`src/rtl/refsch_pkg.sv`:
```
package refsch_pkg;

    localparam int CFG_W = 6;

    typedef enum logic [1:0] {
        ST_WAKE,
        ST_RUN,
        ST_PAR,
        ST_DPD
    } state_e;

    // Field order fixes the bit layout seen at cfg_wdata / cfg_q.
    typedef struct packed {
        logic [2:0] extent;  // [5:3]
        logic       deep;    // [2]
        logic [1:0] temp;    // [1:0]
    } cfg_t;

    localparam logic [2:0] EXT_FULL    = 3'd0;
    localparam logic [2:0] EXT_HALF    = 3'd1;
    localparam logic [2:0] EXT_QUARTER = 3'd2;
    localparam logic [2:0] EXT_EIGHTH  = 3'd3;

endpackage

```
`src/rtl/refsch_cfg.sv`:
```
module refsch_cfg #(
    parameter logic [5:0] DEFAULT = 6'h00
) (
    input  logic                clk,
    input  logic                rst_n,
    input  logic                we,
    input  logic [5:0]          wdata,
    input  logic                reload,
    output refsch_pkg::cfg_t    q
);

    always_ff @(posedge clk or negedge rst_n) begin
        if (!rst_n) begin
            q <= refsch_pkg::cfg_t'(DEFAULT);
        end else if (reload) begin
            q <= refsch_pkg::cfg_t'(DEFAULT);
        end else if (we) begin
            q <= refsch_pkg::cfg_t'(wdata);
        end
    end

endmodule

```
`src/rtl/refsch_timer.sv`:
```
module refsch_timer #(
    parameter int unsigned BASE_INT = 64,
    localparam int unsigned CNT_W   = $clog2(4 * BASE_INT)
) (
    input  logic       clk,
    input  logic       rst_n,
    input  logic       run,
    input  logic       load,
    input  logic [1:0] temp,
    output logic       tick
);

    logic [CNT_W-1:0] cnt_q;
    logic [CNT_W-1:0] reload;

    // Cooler ceiling -> longer interval (1x / 2x / 4x).
    always_comb begin
        unique case (temp)
            2'd0:    reload = CNT_W'(BASE_INT - 1);
            2'd1:    reload = CNT_W'(2 * BASE_INT - 1);
            default: reload = CNT_W'(4 * BASE_INT - 1);
        endcase
    end

    assign tick = run && (cnt_q == '0);

    always_ff @(posedge clk or negedge rst_n) begin
        if (!rst_n) begin
            cnt_q <= CNT_W'(BASE_INT - 1);
        end else if (load) begin
            cnt_q <= reload;
        end else if (run) begin
            cnt_q <= (cnt_q == '0) ? reload : cnt_q - 1'b1;
        end
    end

endmodule

```
`src/rtl/refsch_rowctr.sv`:
```
module refsch_rowctr #(
    parameter int unsigned ROWS  = 2048,
    localparam int unsigned ROW_W = $clog2(ROWS)
) (
    input  logic             clk,
    input  logic             rst_n,
    input  logic             clr,
    input  logic             adv,
    input  logic [ROW_W:0]   limit,
    output logic [ROW_W-1:0] row
);

    logic [ROW_W:0] nxt;

    assign nxt = {1'b0, row} + 1'b1;

    always_ff @(posedge clk or negedge rst_n) begin
        if (!rst_n) begin
            row <= '0;
        end else if (clr) begin
            row <= '0;
        end else if (adv) begin
            row <= (nxt >= limit) ? '0 : nxt[ROW_W-1:0];
        end
    end

endmodule

```
`src/rtl/psram_refresh_sched.sv`:
```
module psram_refresh_sched #(
    parameter int unsigned  ROWS        = 2048,
    parameter int unsigned  BASE_INT    = 64,
    parameter logic [5:0]   CFG_DEFAULT = 6'h00,
    localparam int unsigned ROW_W       = $clog2(ROWS)
) (
    input  logic             clk,
    input  logic             rst_n,
    input  logic             sleep_n,
    input  logic             cfg_we,
    input  logic [5:0]       cfg_wdata,
    output logic [5:0]       cfg_q,
    input  logic             host_req,
    output logic             host_gnt,
    output logic             ref_gnt,
    output logic [ROW_W-1:0] ref_row,
    output logic             ready
);

    import refsch_pkg::*;

    localparam logic [ROW_W:0] ALL_ROWS = (ROW_W + 1)'(ROWS);

    state_e           state_q, state_d;
    cfg_t             cfg;
    logic             tick;
    logic [ROW_W-1:0] row_q;
    logic [ROW_W:0]   par_limit_q;
    logic [ROW_W:0]   limit;
    logic             fire;
    logic             enter_par;
    logic             leave_dpd;
    logic             tmr_run;
    logic             tmr_load;

    function automatic logic [ROW_W:0] extent_rows(input logic [2:0] e);
        unique case (e)
            EXT_FULL:    return ALL_ROWS;
            EXT_HALF:    return ALL_ROWS >> 1;
            EXT_QUARTER: return ALL_ROWS >> 2;
            EXT_EIGHTH:  return ALL_ROWS >> 3;
            default:     return '0;
        endcase
    endfunction

    refsch_cfg #(.DEFAULT(CFG_DEFAULT)) u_cfg (
        .clk    (clk),
        .rst_n  (rst_n),
        .we     (cfg_we),
        .wdata  (cfg_wdata),
        .reload (leave_dpd),
        .q      (cfg)
    );

    refsch_timer #(.BASE_INT(BASE_INT)) u_tmr (
        .clk   (clk),
        .rst_n (rst_n),
        .run   (tmr_run),
        .load  (tmr_load),
        .temp  (cfg.temp),
        .tick  (tick)
    );

    refsch_rowctr #(.ROWS(ROWS)) u_row (
        .clk   (clk),
        .rst_n (rst_n),
        .clr   (enter_par || leave_dpd),
        .adv   (fire),
        .limit (limit),
        .row   (row_q)
    );

    assign cfg_q     = cfg;
    assign enter_par = (state_q == ST_RUN) && !sleep_n && !cfg.deep;
    assign leave_dpd = (state_q == ST_DPD) && sleep_n;
    assign tmr_run   = (state_q == ST_RUN) || (state_q == ST_PAR);
    assign tmr_load  = (state_q == ST_WAKE) || (state_q == ST_DPD);
    assign limit     = (state_q == ST_PAR) ? par_limit_q : ALL_ROWS;

    // State register
    always_ff @(posedge clk or negedge rst_n) begin
        if (!rst_n) begin
            state_q <= ST_WAKE;
        end else begin
            state_q <= state_d;
        end
    end

    // Next state and refresh decision
    always_comb begin
        state_d = state_q;
        fire    = 1'b0;
        unique case (state_q)
            ST_WAKE: begin
                fire = 1'b1;
                if (row_q == ROW_W'(ROWS - 1)) state_d = ST_RUN;
            end
            ST_RUN: begin
                fire = tick;
                if (!sleep_n) state_d = cfg.deep ? ST_DPD : ST_PAR;
            end
            ST_PAR: begin
                fire = tick && (par_limit_q != '0);
                if (sleep_n) state_d = ST_RUN;
            end
            ST_DPD: begin
                if (sleep_n) state_d = ST_WAKE;
            end
        endcase
    end

    // Retained extent captured on entry to partial mode
    always_ff @(posedge clk or negedge rst_n) begin
        if (!rst_n) begin
            par_limit_q <= ALL_ROWS;
        end else if (enter_par) begin
            par_limit_q <= extent_rows(cfg.extent);
        end
    end

    // Registered outputs; refresh wins the slot over the host
    always_ff @(posedge clk or negedge rst_n) begin
        if (!rst_n) begin
            ref_gnt  <= 1'b0;
            ref_row  <= '0;
            host_gnt <= 1'b0;
            ready    <= 1'b0;
        end else begin
            ref_gnt  <= fire;
            ref_row  <= row_q;
            host_gnt <= host_req && (state_q == ST_RUN) && (state_d == ST_RUN) && !fire;
            ready    <= (state_d == ST_RUN);
        end
    end

endmodule

```
`config.mk`:
```
export PLATFORM = sky130hd
export DESIGN_NAME = psram_refresh_sched
export DESIGN_NICKNAME = d
export VERILOG_FILES = /design/src/rtl/refsch_pkg.sv /design/src/rtl/refsch_cfg.sv /design/src/rtl/refsch_timer.sv /design/src/rtl/refsch_rowctr.sv /design/src/rtl/psram_refresh_sched.sv
export SDC_FILE = /design/constraint.sdc
export NUM_CORES = 1
export LEC_CHECK = 0
export BUFFER_PORTS_ARGS = -buffer_cell sky130_fd_sc_hd__buf_2
export CORE_ASPECT_RATIO = 0.75
export CORE_MARGIN = 5
export CORE_UTILIZATION = 61
export CTS_CLUSTER_DIAMETER = 100
export DETAILED_ROUTE_END_ITERATION = 10
export GPL_TIMING_DRIVEN = 0
export PLACE_DENSITY = 0.95
export SLEW_MARGIN = 20
export SYNTH_ARGS = -nofsm -noshare
export SYNTH_HDL_FRONTEND = slang
export SYNTH_SLANG_ARGS = --single-unit
export TNS_END_PERCENT = 1
```
`constraint.sdc`:
```
create_clock -name clk -period 7.6 [get_ports clk]
set_clock_uncertainty 0.05 [all_clocks]
set_input_delay 1.52 -clock clk [delete_from_list [all_inputs] [get_ports clk]]
set_output_delay 1.52 -clock clk [all_outputs]
set_load 0.05 [all_outputs]
```
==> metrics.yaml <==
synth_seq_cells: 45
crit_path_end_kind: "flop"
report.final.hold_viol_count: 0
dp_hpwl_um: 3130
die_h_um: 62.3
root_buffer: "clkbuf_8"
wire_per_inst_um: 15.0
async_flop_share: 1.00
hp-class: "reg2reg"
drive_above_1_share: 0.215
total_power_uw: 463
period_share: 0.399
final_cell_mix: "dfrtp_1 (38), buf_2 (30), nand2_1 (27)"
rows: 19
ir_worst_vdd_mv: 0.149
ys.flop_type: "dfrtp_1"
final_common_cell: "dfrtp_1"
nNetsFinal: 267
crit_path_start_kind: "flop"
switching_share: 0.223
maxCapViolations: 0
finalSetupViolations: 0
synth_top_cell_by_area: "dfrtp_1"
worstPathArrival_ns: 3.16
combPwrFrac: 0.068
fin_tns_setup_ns: 0
drt_iter0_drc: 211
syn_nets: 230
fin_cells: 298
cts_sinks: 45
cts_tree: "built"
place_inst: 289
clk_latency_ns: 0.30
ant_nets: 0
yosysSeqAreaShare: 0.510
p_int_uw: 360
grt_pass1_wl_um: 7830
ff2ff_setup_slack_ns: 4.57
rsz0062_at_grt: "no"
timing.fmax_mhz: 330
drt-pass1-iter-count: 4
tightest_slew_ns: 0.817
n_antenna_cell: 0
cp.required_ns: 7.73
cts_buffer_depth: 2
synthCells: 208
gp_congestion: 0.908
utilization: 0.719
p_seq_frac: 0.538
post_cts.repair.setup_buffers: 0
post_cts_resized: 0
grt_pass1_vias: 1670
portBuffers: 29
synth_area_per_cell_sq_um: 10.7
dieArea_sq_um: 4970
drc: 0
critical_path_class: "reg2reg"
die_w_um: 79.8
slew_viol_final: 0
overflow: 0
worst-path-max-fanout: 8
pin_count: 31
status: "finished clean"
hold_buffers: 0
synthTopCellsByArea: "dfrtp_1 (43%), dfstp_2 (8.3%), ha_1 (6.2%)"
vias: 1696
start_util: 0.620
p_switching_uw: 103
p_leak_uw: 0.00123
fin_crit_ns: 3.03
htreeDepth: 2
netlist_area_sq_um: 2230
antenna_found_initial: 0
synth_edf_count: 0
synth.distinct_cells: 49
grt_max_degree: 46
max_slew_margin: 0.454
routed_via_density: 5.69
wl_um: 4470
numCtsBuffers: 5
syn_to_final_growth_pct: 15.9
core_area_sq_um: 3590
synth_top_area_share: 0.427
ys_warn_count: 0
grtUsageTotal: 0.199
path_clk_slew_ns: 0.08
clkPwrFrac: 0.394
p_per_area_nw_per_um2: 179
==> power groups by stage <==
stage	Clock [uW]	Combinational (uW)	Sequential (uW)
final	182	31.6	249
after global routing	196	34.6	250
after CTS	186	30.2	249
after detailed placement	0	30.2	254
after global placement	0	29.6	253
after floorplan	0	6.82	264
==> final cells by class <==
class	count	area, sq um
plain buffers	4	23.8
inverters	9	33.8
flip-flops and latches	45	1130
clock buffers	7	86.3
repair buffers	30	173
well taps	52	65.1
fillers	257	1010
multi-input cells	150	1030
clock inverters	1	30.0
==> per-stage QoR <==
step                      hold slack (ns)  worst slack [ns]  cell area [sq um]
after global placement              0.383              4.54               2440
after floorplan                     0.361              4.90               2230
after global routing                0.435              4.26               2580
after detailed placement            0.389              4.51               2440
final                               0.405              4.57               2580
after CTS                           0.408              4.66               2550
==> logic make-up (layout without fill, tap and decap cells) <==
logic type,Yosys count,count (layout),share of synthesized area
DFF,45,45,0.510
muxes,7,7,0.0320
xor gates and xnor gates,10,10,0.0393
and+or+nand+nor,86,86,0.203
adders and majority gates,11,11,0.0618
buffers and inverters,13,51,0.0258
AOI/OAI and AO/OA,36,36,0.128
==> Yosys cell counts, types with 2 or more instances <==
| cell type | n |
|---|---|
| and2_1 | 3 |
| nand4_1 | 2 |
| o41ai_1 | 2 |
| nor4_1 | 3 |
| a221o_1 | 3 |
| nor3b_1 | 3 |
| mux2i_1 | 6 |
| xor2_1 | 3 |
| nor2_1 | 17 |
| nand2_1 | 27 |
| xnor2_1 | 7 |
| o31ai_1 | 2 |
| nand3_1 | 9 |
| inv_1 | 9 |
| and2b_1 | 2 |
| a22o_1 | 4 |
| o21ai_0 | 5 |
| clkbuf_1 | 2 |
| a21oi_1 | 8 |
| dfstp_2 | 7 |
| ha_1 | 11 |
| nor3_1 | 5 |
| dfrtp_1 | 38 |
| and3_1 | 3 |
| a21o_1 | 3 |
==> final timing paths <==
path,startpoint,endpoint,depth (start not counted)
hold / removal,u_tmr.cnt_q[0],u_tmr.cnt_q[0],1
setup / recovery,u_row.row[0],u_row.row[8],13
hold reg to reg,u_tmr.cnt_q[0],u_tmr.cnt_q[0],1
max in group asynchronous,rst_n,u_tmr.cnt_q[3],2
setup reg to reg,u_row.row[0],u_row.row[8],13
min in group asynchronous,rst_n,u_cfg.q[0],1
==> state kept, by name, indices dropped and copies added, names as in the netlist <==
name	count
host_gnt	1
par_limit_q	4
ready	1
ref_gnt	1
ref_row	11
state_q	2
u_cfg.q	6
u_row.row	11
u_tmr.cnt_q	8
==> per-layer routing <==
layer  vias to the layer above  global-route usage  part of all wire
met5                         -                   0                 0
met4                         0              0.0738             0.017
met3                         8              0.0419             0.054
met2                        51               0.281              0.45
met1                       822               0.299              0.48
li1                        815                   -                 -
==> critical path, stage by stage, from the launching register on <==
cell	delay (ns)
dfrtp_1	0.42
ha_1	0.27
nand2_1	0.13
nor2_1	0.10
nand2_1	0.13
nor2_1	0.15
xor2_1	0.23
ha_1	0.17
nand2_1	0.07
nor3_1	0.18
o21ai_0	0.18
o31ai_4	0.38
nor2_4	0.11
a221o_1	0.35
Note: power is estimated with default switching activity, not from simulation.
